<file path="src/rtl/iqp_pkg.sv">
package iqp_pkg;

    typedef enum logic [1:0] {
        ST_IDLE,
        ST_GATHER,
        ST_EMIT
    } pack_state_t;

    typedef struct packed {
        logic       en;
        logic [3:0] ch;
        logic [4:0] pos;
        logic [5:0] wid;
    } map_entry_t;

    localparam logic [1:0] REG_INDEX  = 2'd0;
    localparam logic [1:0] REG_TX     = 2'd1;
    localparam logic [1:0] REG_RX     = 2'd2;
    localparam logic [1:0] REG_STATUS = 2'd3;

    function automatic map_entry_t word_to_entry(input logic [31:0] w);
        map_entry_t e;
        e.en  = w[0];
        e.ch  = w[7:4];
        e.pos = w[12:8];
        e.wid = w[21:16];
        return e;
    endfunction

    function automatic logic [31:0] entry_to_word(input map_entry_t e);
        return {10'd0, e.wid, 3'd0, e.pos, e.ch, 3'd0, e.en};
    endfunction

endpackage

</file>
<file path="src/rtl/iqp_map_table.sv">
module iqp_map_table
    import iqp_pkg::*;
#(
    parameter int NUM_ENTRIES = 8,
    parameter int NUM_CH      = 4
) (
    input  logic                           clk,
    input  logic                           rst_n,
    input  logic                           cfg_wr,
    input  logic [1:0]                     cfg_addr,
    input  logic [31:0]                    cfg_wdata,
    output logic [31:0]                    cfg_rdata,
    output logic                           cfg_err,
    input  logic [$clog2(NUM_ENTRIES)-1:0] lk_idx,
    output map_entry_t                     lk_entry
);
    localparam int IDX_W = $clog2(NUM_ENTRIES);
    localparam logic [3:0] CH_MAX = 4'(NUM_CH - 1);

    map_entry_t       tx_q [NUM_ENTRIES];
    map_entry_t       rx_q [NUM_ENTRIES];
    logic [IDX_W-1:0] idx_q;
    logic             err_q;
    map_entry_t       wr_e;
    logic             wr_bad;
    logic             unused_wdata;

    assign wr_e   = word_to_entry(cfg_wdata);
    assign wr_bad = wr_e.en && ((wr_e.wid == 6'd0) ||
                                ((7'(wr_e.pos) + 7'(wr_e.wid)) > 7'd32) ||
                                (wr_e.ch > CH_MAX));
    assign unused_wdata = ^{cfg_wdata[31:22], cfg_wdata[15:13], cfg_wdata[3:1]};

    always_ff @(posedge clk) begin
        if (!rst_n) begin
            idx_q <= '0;
            err_q <= 1'b0;
            for (int i = 0; i < NUM_ENTRIES; i++) begin
                tx_q[i] <= '0;
                rx_q[i] <= '0;
            end
        end else if (cfg_wr) begin
            unique case (cfg_addr)
                REG_INDEX: idx_q <= cfg_wdata[IDX_W-1:0];
                REG_TX: begin
                    if (wr_bad) err_q <= 1'b1;
                    else        tx_q[idx_q] <= wr_e;
                end
                REG_RX: begin
                    if (wr_bad) err_q <= 1'b1;
                    else        rx_q[idx_q] <= wr_e;
                end
                REG_STATUS: if (cfg_wdata[0]) err_q <= 1'b0;
                default: ;
            endcase
        end
    end

    always_comb begin
        unique case (cfg_addr)
            REG_INDEX:  cfg_rdata = 32'(idx_q);
            REG_TX:     cfg_rdata = entry_to_word(tx_q[idx_q]);
            REG_RX:     cfg_rdata = entry_to_word(rx_q[idx_q]);
            REG_STATUS: cfg_rdata = {31'd0, err_q};
            default:    cfg_rdata = '0;
        endcase
    end

    assign cfg_err  = err_q;
    assign lk_entry = tx_q[lk_idx];

endmodule

</file>
<file path="src/rtl/iqp_lane_place.sv">
module iqp_lane_place
    import iqp_pkg::*;
#(
    parameter int NUM_CH = 4
) (
    input  logic                  active,
    input  map_entry_t            entry,
    input  logic                  fmt16,
    input  logic [NUM_CH*32-1:0]  ch_data,
    input  logic [NUM_CH-1:0]     ch_valid,
    output logic [31:0]           contrib,
    output logic [NUM_CH-1:0]     pop,
    output logic [NUM_CH-1:0]     under
);
    localparam int CH_W = (NUM_CH > 1) ? $clog2(NUM_CH) : 1;

    logic [CH_W-1:0] sel;
    logic [31:0]     raw;
    logic [31:0]     sample;
    logic [32:0]     wide_mask;
    logic            unused_bits;

    assign sel         = entry.ch[CH_W-1:0];
    assign raw         = ch_data[32*int'(sel) +: 32];
    assign sample      = fmt16 ? raw : {2'b00, raw[30:16], raw[14:0]};
    assign wide_mask   = (33'd1 << entry.wid) - 33'd1;
    assign unused_bits = ^{entry.ch, wide_mask[32]};

    always_comb begin
        contrib = '0;
        pop     = '0;
        under   = '0;
        if (active && entry.en) begin
            if (ch_valid[sel]) begin
                pop[sel] = 1'b1;
                contrib  = (sample & wide_mask[31:0]) << entry.pos;
            end else begin
                under[sel] = 1'b1;
            end
        end
    end

endmodule

</file>
<file path="src/rtl/iq_frame_packer.sv">
module iq_frame_packer
    import iqp_pkg::*;
#(
    parameter int NUM_CH    = 4,
    parameter int NUM_SLOTS = 4,
    parameter int LANES     = 2
) (
    input  logic                          clk,
    input  logic                          rst_n,
    input  logic                          run,
    input  logic                          fmt16,
    input  logic                          cfg_wr,
    input  logic [1:0]                    cfg_addr,
    input  logic [31:0]                   cfg_wdata,
    output logic [31:0]                   cfg_rdata,
    output logic                          cfg_err,
    input  logic [NUM_CH-1:0]             ch_valid,
    input  logic [NUM_CH*32-1:0]          ch_data,
    output logic [NUM_CH-1:0]             ch_ready,
    output logic [NUM_CH-1:0]             ch_underflow,
    output logic                          out_valid,
    output logic [31:0]                   out_data,
    output logic [$clog2(NUM_SLOTS)-1:0]  out_slot,
    output logic                          out_frame_start
);
    localparam int NUM_ENTRIES = NUM_SLOTS * LANES;
    localparam int IDX_W       = $clog2(NUM_ENTRIES);
    localparam int SLOT_W      = $clog2(NUM_SLOTS);
    localparam int LANE_W      = $clog2(LANES);
    localparam logic [SLOT_W-1:0] SLOT_LAST = SLOT_W'(NUM_SLOTS - 1);
    localparam logic [LANE_W-1:0] LANE_LAST = LANE_W'(LANES - 1);

    pack_state_t       state_q, state_d;
    logic [SLOT_W-1:0] slot_q;
    logic [LANE_W-1:0] lane_q;
    logic [31:0]       acc_q;
    logic [IDX_W-1:0]  lk_idx;
    map_entry_t        lk_entry;
    logic [31:0]       contrib;
    logic              gathering;

    assign lk_idx = IDX_W'(int'(slot_q) * LANES + int'(lane_q));

    iqp_map_table #(.NUM_ENTRIES(NUM_ENTRIES), .NUM_CH(NUM_CH)) u_table (
        .clk       (clk),
        .rst_n     (rst_n),
        .cfg_wr    (cfg_wr),
        .cfg_addr  (cfg_addr),
        .cfg_wdata (cfg_wdata),
        .cfg_rdata (cfg_rdata),
        .cfg_err   (cfg_err),
        .lk_idx    (lk_idx),
        .lk_entry  (lk_entry)
    );

    iqp_lane_place #(.NUM_CH(NUM_CH)) u_place (
        .active   (gathering),
        .entry    (lk_entry),
        .fmt16    (fmt16),
        .ch_data  (ch_data),
        .ch_valid (ch_valid),
        .contrib  (contrib),
        .pop      (ch_ready),
        .under    (ch_underflow)
    );

    // state register
    always_ff @(posedge clk) begin
        if (!rst_n) state_q <= ST_IDLE;
        else        state_q <= state_d;
    end

    // transitions
    always_comb begin
        state_d = state_q;
        unique case (state_q)
            ST_IDLE:   if (run) state_d = ST_GATHER;
            ST_GATHER: if (lane_q == LANE_LAST) state_d = ST_EMIT;
            ST_EMIT:   state_d = run ? ST_GATHER : ST_IDLE;
            default:   state_d = ST_IDLE;
        endcase
    end

    // datapath registers
    always_ff @(posedge clk) begin
        if (!rst_n) begin
            slot_q <= '0;
            lane_q <= '0;
            acc_q  <= '0;
        end else begin
            unique case (state_q)
                ST_IDLE: begin
                    slot_q <= '0;
                    lane_q <= '0;
                    acc_q  <= '0;
                end
                ST_GATHER: begin
                    acc_q  <= acc_q | contrib;
                    lane_q <= (lane_q == LANE_LAST) ? '0 : lane_q + 1'b1;
                end
                ST_EMIT: begin
                    acc_q  <= '0;
                    slot_q <= (slot_q == SLOT_LAST) ? '0 : slot_q + 1'b1;
                end
                default: ;
            endcase
        end
    end

    // outputs
    always_comb begin
        gathering       = (state_q == ST_GATHER);
        out_valid       = (state_q == ST_EMIT);
        out_data        = out_valid ? acc_q : '0;
        out_slot        = slot_q;
        out_frame_start = out_valid && (slot_q == '0);
    end

endmodule

</file>
<file path="config.mk">
export PLATFORM = sky130hd
export DESIGN_NAME = iq_frame_packer
export DESIGN_NICKNAME = d
export VERILOG_FILES = /design/src/rtl/iqp_pkg.sv /design/src/rtl/iqp_map_table.sv /design/src/rtl/iqp_lane_place.sv /design/src/rtl/iq_frame_packer.sv
export SDC_FILE = /design/constraint.sdc
export NUM_CORES = 1
export LEC_CHECK = 0
export BUFFER_PORTS_ARGS = -buffer_cell sky130_fd_sc_hd__clkbuf_2
export CAP_MARGIN = 40
export CORE_ASPECT_RATIO = 0.5
export CORE_MARGIN = 2
export CORE_UTILIZATION = 50
export DETAILED_ROUTE_END_ITERATION = 8
export PLACE_DENSITY = 0.7
export SETUP_SLACK_MARGIN = 0.5
export SYNTH_ARGS = -nofsm -noshare
export SYNTH_HDL_FRONTEND = slang
export SYNTH_SLANG_ARGS = --single-unit
</file>
<file path="constraint.sdc">
create_clock -name clk -period 5.8 [get_ports clk]
set_clock_uncertainty 0.05 [all_clocks]
set_input_delay 0.58 -clock clk [delete_from_list [all_inputs] [get_ports clk]]
set_output_delay 0.58 -clock clk [all_outputs]
set_load 0.05 [all_outputs]
</file>
==> impl_metrics.ini, run 1 <==
[outcome]
status = complete, no violations

[placement]
place.detailed.hpwl_mm = 40.4
io_buffers = 219
gp_congestion = 1.01

[clock_network]
cts_tree = built
cts_root_buf = clkbuf_16
cts_resized = 0
cts-htree-levels = 1
clockBufferDepth = 3
holdBufCountCts = 0
cts_buffers = 28
cts_setup_buffers = 0
cts_sinks = 300
clk_latency_ns = 0.59
path_clk_slew_ns = 0.07

[grt]
antenna_found_initial = 0
grt_pass1_wl_mm = 86.4
grt_pass1_vias = 14576
grt_remaining_overflow = 0
grt_max_degree = 45
grt_usage = 0.281

[floorplanning]
initial_core_util = 0.513
dieArea_um2 = 40400
ios = 248
core.rowCount = 50
die-height_um = 143
fp.dieW_um = 282
core_um2 = 37700

[critical_path]
r2r-start = lane_q
cp.required_ns = 6.24
crit_path_start_kind = flop
critPathKind = reg2reg
reg2reg_setup_slack_ns = 0.84
r2r_cells = 13
end_kind = flop
cp_top_family = compound AO/OA/AOI/OAI gates
crit_path_max_incr_delay_ns = 0.66
worstPathArrival_ns = 5.40
startpoint = lane_q
cp_slowest_cell = nor4_1
crit_chain = buf_4 -> mux2_2 -> o22ai_1 -> o21ai_2 -> or3_4 -> ha_1 -> nor4_1 -> o21ai_0 -> a32o_1 -> o2bb2ai_1 -> nor3b_1 -> a211oi_1 -> o21ai_1
cp_num_buf_inv = 1
r2r_end = acc_q[31]
cp_max_fo = 13

[pwr]
p_switching_mw = 1.55
power.leakage_nw = 8.12
clockPowerShare = 0.344
internal_power_mw = 3.78
combPwrFrac = 0.197
ir_worst_vdd_v = 0.000240
p_per_area_nw_per_um2 = 244
switching_share = 0.290
seqPwrFrac = 0.459

[timing]
finalHoldViolCount = 0
rsz0062_at_grt = no
slew_headroom = 0.373
holdWs_ns = 0.197
setup_tns_ns = 0
slew_viol_final = 0
fmax_ghz = 0.202
worst_slew_pin_slew_ns = 0.941
setup_viol = 0
fin_crit_sh = 0.855
layout_min_cycle_time_ns = 4.96

[synthesis]
synth_top_area_frac = 0.397
synthCells = 1755
synth_most_common_cell = and2_1
synth-edff-count = 256
synth_area_per_cell_um2 = 11.0
synthArstFlopShare = 0
netlist_area_um2 = 19300
synth_sequential_area_ratio = 0.443
synth_cell_types = 93
synthTopCellsByArea = edfxtp_1 40%, mux4_2 11%, and2_1 8.8%, dfxtp_1 4.6%, mux2i_1 3.1%
synth_area_leader_cell = edfxtp_1
synth-main-ff-cell = edfxtp_1
ys_top_cells_by_count = 271 x and2_1, 256 x edfxtp_1, 108 x clkbuf_1, 98 x nor2_1
ys_warn_count = 0
ys_seq_elements = 300

[detailed_routing]
wl_met1_mm = 23.4
routedWlPerCell_um = 23.2
drt_iter0_drc = 1708
firstDrtPassIters = 5
via_count = 15304
ant_nets = 0
routed.top_layer = met4
wl_met2_mm = 27.8
wl_met3_mm = 4.16
wl_mm = 57.0
avgViaCountPerCell = 6.23
remaining_drc_errors = 0

[worst_hold_path]
hold_class = in2reg
min_path_cells = 3
min_from = cfg_wdata[1]

[final_layout]
antenna_cells = 0
drive_gt1_frac = 0.275
nNetsFinal = 2100
area_growth_pct = 13.0
num-fill-cells = 3151

[job]
drv_cap = 0
through the flow:
stage	power [mW]	utilization	std cells	setup WS (ns)	area (um^2)
2_1_floorplan	3.19	-	1768	1.38	19400
3_3_place_gp	3.50	0.553	2401	1.04	20900
3_5_place_dp	3.52	0.556	2405	0.992	21000
4_1_cts	5.32	0.580	2457	0.924	21900
5_1_grt	5.49	0.580	2457	0.580	21900
6_report	5.32	0.580	2457	0.841	21900
flip-flops by register name, indices dropped and copies added (netlist names), named ones only:
name	flops
u_table.tx_q	128
out_slot	2
acc_q	32
u_table.rx_q	128
state_q	2
u_table.idx_q	3
lane_q	1
u_table.cfg_err	1
kinds of logic after synthesis:
family          share of synthesized area
compound gates                      0.120
xor+xnor                          0.00408
fa+ha+maj                         0.00945
buf+inv                            0.0474
flops                               0.443
mux                                 0.183
other cells                      0.000194
simple gates                        0.193
cell type report:
| cell class | instances | area (um^2) | area share |
|---|---|---|---|
| clock buffer | 37 | 744 | 0.0341 |
| clock inverter | 15 | 155 | 0.00710 |
| inverter | 16 | 60.1 | 0.00275 |
| multi-input combinational | 1276 | 9910 | 0.453 |
| sequential | 300 | 8580 | 0.392 |
| tap | 520 | 651 | 0.0298 |
| timing repair buffer | 293 | 1770 | 0.0809 |
power by group through the flow:
stage / Clock (mW) / Combinational [mW] / Sequential [mW]
CTS: 1.84 / 1.03 / 2.44
global route: 1.93 / 1.11 / 2.45
finish: 1.83 / 1.05 / 2.44
detailed placement: 0 / 1.02 / 2.49
floorplan: 0 / 0.727 / 2.47
global placement: 0 / 1.01 / 2.49
how the worst max path moves through the flow:
stage	cells after the start	slack, ns	end
floorplan	13	1.38	u_table.rx_q[1][0]
global placement	13	1.04	acc_q[31]
detailed placement	13	0.99	acc_q[31]
CTS	8	0.92	ch_ready[2]
global route	13	0.58	acc_q[31]
finish	13	0.84	acc_q[31]
placed cells by master, fill, tap and decap left out, drive strengths merged, types with 69 or more instances in the layout:
| cell | synthesis | final |
|---|---|---|
| nor3 | 69 | 69 |
| clkbuf | 108 | 256 |
| mux4 | 97 | 97 |
| nand2 | 97 | 97 |
| nand3 | 95 | 95 |
| nor2 | 101 | 101 |
| buf | 68 | 74 |
| o21ai | 91 | 91 |
| edfxtp | 256 | 256 |
| and2 | 271 | 271 |
metal layers:
layer | vias to the layer above | global-route usage
met3 | 111 | 0.0373
met2 | 665 | 0.487
met5 | - | 0
met1 | 7574 | 0.373
li1 | 6954 | -
met4 | 0 | 0.0821
worst register-to-register path: stages, from the launching register on:
cell and delay (ns):
dfxtp_2 0.59, buf_4 0.26, mux2_2 0.36, o22ai_1 0.38, o21ai_2 0.26, or3_4 0.45
ha_1 0.35, nor4_1 0.66, o21ai_0 0.22, a32o_1 0.43, o2bb2ai_1 0.47, nor3b_1 0.26
a211oi_1 0.08, o21ai_1 0.08
Power figures use the tool's default switching activity.
==> run 2, diff against run 1 <==
--- a/config.mk
+++ b/config.mk
@@ -5,13 +5,12 @@
 export SDC_FILE = /design/constraint.sdc
 export NUM_CORES = 1
 export LEC_CHECK = 0
-export BUFFER_PORTS_ARGS = -buffer_cell sky130_fd_sc_hd__clkbuf_2
 export CAP_MARGIN = 40
 export CORE_ASPECT_RATIO = 0.5
 export CORE_MARGIN = 2
 export CORE_UTILIZATION = 50
 export DETAILED_ROUTE_END_ITERATION = 8
-export PLACE_DENSITY = 0.7
+export DONT_BUFFER_PORTS = 1
 export SETUP_SLACK_MARGIN = 0.5
 export SYNTH_ARGS = -nofsm -noshare
 export SYNTH_HDL_FRONTEND = slang
==> constraint.sdc (replaced) <==
create_clock -name clk -period 5 [get_ports clk]
set_clock_uncertainty 0.05 [all_clocks]
set_input_delay 0.5 -clock clk [delete_from_list [all_inputs] [get_ports clk]]
set_output_delay 0.5 -clock clk [all_outputs]
set_load 0.05 [all_outputs]
==> run 2 against run 1 <==
Effect of this change:
- core utilization is 1.9 points lower
- power up 16%
- global-route usage up 1.1 points
- cell count down 7.1%
- critical path type unchanged
- wire length up 3.1%
- clock power increased by 17%
- die area did not move
- sequential power up 16%
- register-to-register slack worse by 0.22 ns
- highest routed layer is now met5
- critical endpoint is now acc_q[21]
==> impl_metrics.ini, run 2 (same netlist as run 1, synthesis figures left out) <==
[placement]
io_buffers = 0
post-place-cells = 2225
gp_congestion = 0.973
pre_cts_ws_ns = 0.379
place.detailed.hpwl_mm = 41.9

[floorplanning]
initial_core_util = 0.513
ios = 248
core.rowCount = 50
core_um2 = 37700
dieArea_um2 = 40400
fp.dieW_um = 282
die-height_um = 143

[critical_path]
end_kind = flop
r2r_cells = 15
worstPathArrival_ns = 4.75
reg2reg_setup_slack_ns = 0.63
cp.required_ns = 5.37
cp_max_fo = 20
startpoint = lane_q
r2r-start = lane_q
critPathKind = reg2reg
crit_path_start_kind = flop
r2r_end = acc_q[21]

[worst_hold_path]
hold_class = in2reg
whs_endpoint = state_q[0]
min_path_cells = 2
min_from = run

[detailed_routing]
ant_nets = 0
avgViaCountPerCell = 6.40
firstDrtPassIters = 5
drt_iter0_drc = 1644
remaining_drc_errors = 0
via_count = 14604
wl_mm = 58.7
routedWlPerCell_um = 25.7

[grt]
grt_pass1_vias = 14348
antenna_found_initial = 2
grt_usage = 0.293
grt_remaining_overflow = 0
grt_max_degree = 45
grt_pass1_wl_mm = 88.9

[final_layout]
final_common_cell = and2_1
nNetsFinal = 1924
finalNonFillerCells = 2282
num-fill-cells = 3257
drive_gt1_frac = 0.207
mostFrequentLayoutCells = 271 x and2_1, 256 x edfxtp_1, 111 x buf_4, 98 x nor2_1
largest_registers = u_table.rx_q: 128 flops, u_table.tx_q: 128 flops, acc_q: 32 flops
area_growth_pct = 9.29

[timing]
setup_viol = 0
fin_crit_sh = 0.875
finalHoldViolCount = 0
timing.final.ws_setup_ns = 0.626
holdWs_ns = 0.0375
slew_viol_final = 0
fmax_ghz = 0.229
rsz0062_at_grt = yes
slew_headroom = 0.403
setup_tns_ns = 0
layout_min_cycle_time_ns = 4.37
worst_slew_pin_slew_ns = 0.892

[job]
drv_cap = 0

[clock_network]
path_clk_slew_ns = 0.07
cts_tree = built
cts_buffers = 28
clockBufferDepth = 3
clk_latency_ns = 0.60
cts_root_buf = clkbuf_16
cts-htree-levels = 1
cts_sinks = 300

[pwr]
power.leakage_nw = 7.38
finalPower_mw = 6.15
p_per_area_nw_per_um2 = 291
ir_worst_vdd_v = 0.000260

[outcome]
status = complete, no violations
run 2: report_power, final:
part / switching (mW) / internal [mW]
logic: 0.749 / 0.423
registers: 0.0486 / 2.78
clock network: 0.991 / 1.15
run 2: layout make-up:
class,count,area [um^2],share of cell area
Multi-Input combinational cell,1276,10000,0.474
Timing Repair Buffer,117,941,0.0445
Sequential cell,300,8580,0.406
Clock inverter,11,141,0.00669
Inverter,16,60.1,0.00284
Tap cell,520,651,0.0308
Antenna cell,2,5.00,0.000237
Clock buffer,40,746,0.0353
run 2: repair_timing:
item | 4_1_cts | 5_1_grt
hold endpoints to repair | 3 | 0
hold buffers | 1 | 0
gates resized for setup | 3 | 15
setup endpoints to repair | 12 | 24
setup buffers | 0 | 2
pin swaps | 0 | 2
run 2: worst max-delay path by stage:
stage / cells past startpoint / to / slack, ns
final: 15 / acc_q[21] / 0.63
after CTS: 16 / acc_q[20] / 0.58
after detailed placement: 13 / acc_q[31] / 0.38
after global placement: 11 / acc_q[31] / 0.49
after floorplan: 13 / u_table.rx_q[1][0] / 0.66
after global routing: 16 / acc_q[20] / 0.43
run 2: per-stage QoR:
step | instance area [um^2] | utilization
after floorplan | 19400 | -
after global placement | 20000 | 0.529
after detailed placement | 20100 | 0.533
after CTS | 21000 | 0.557
after global routing | 21100 | 0.560
final | 21100 | 0.560
run 2: critical path: stages, from the launching register on:
cell and delay [ns]:
dfxtp_4 0.45, buf_12 0.22, mux4_2 0.57, mux2i_2 0.21
nand3_2 0.17, or3_4 0.40, ha_1 0.23, buf_4 0.22
nand4_1 0.09, o31ai_1 0.08, a21oi_2 0.29, nor3_2 0.10
o32ai_1 0.64, nor2_1 0.18, nor3_1 0.21, o22ai_1 0.11
run 2: per-layer routing:
metal / vias to the layer above / global-route usage / wire (um)
met5: - / 0 / 12
met4: 2 / 0.0702 / 1250
met3: 87 / 0.0445 / 4200
met2: 596 / 0.479 / 28100
met1: 7310 / 0.412 / 25200
li1: 6609 / - / -
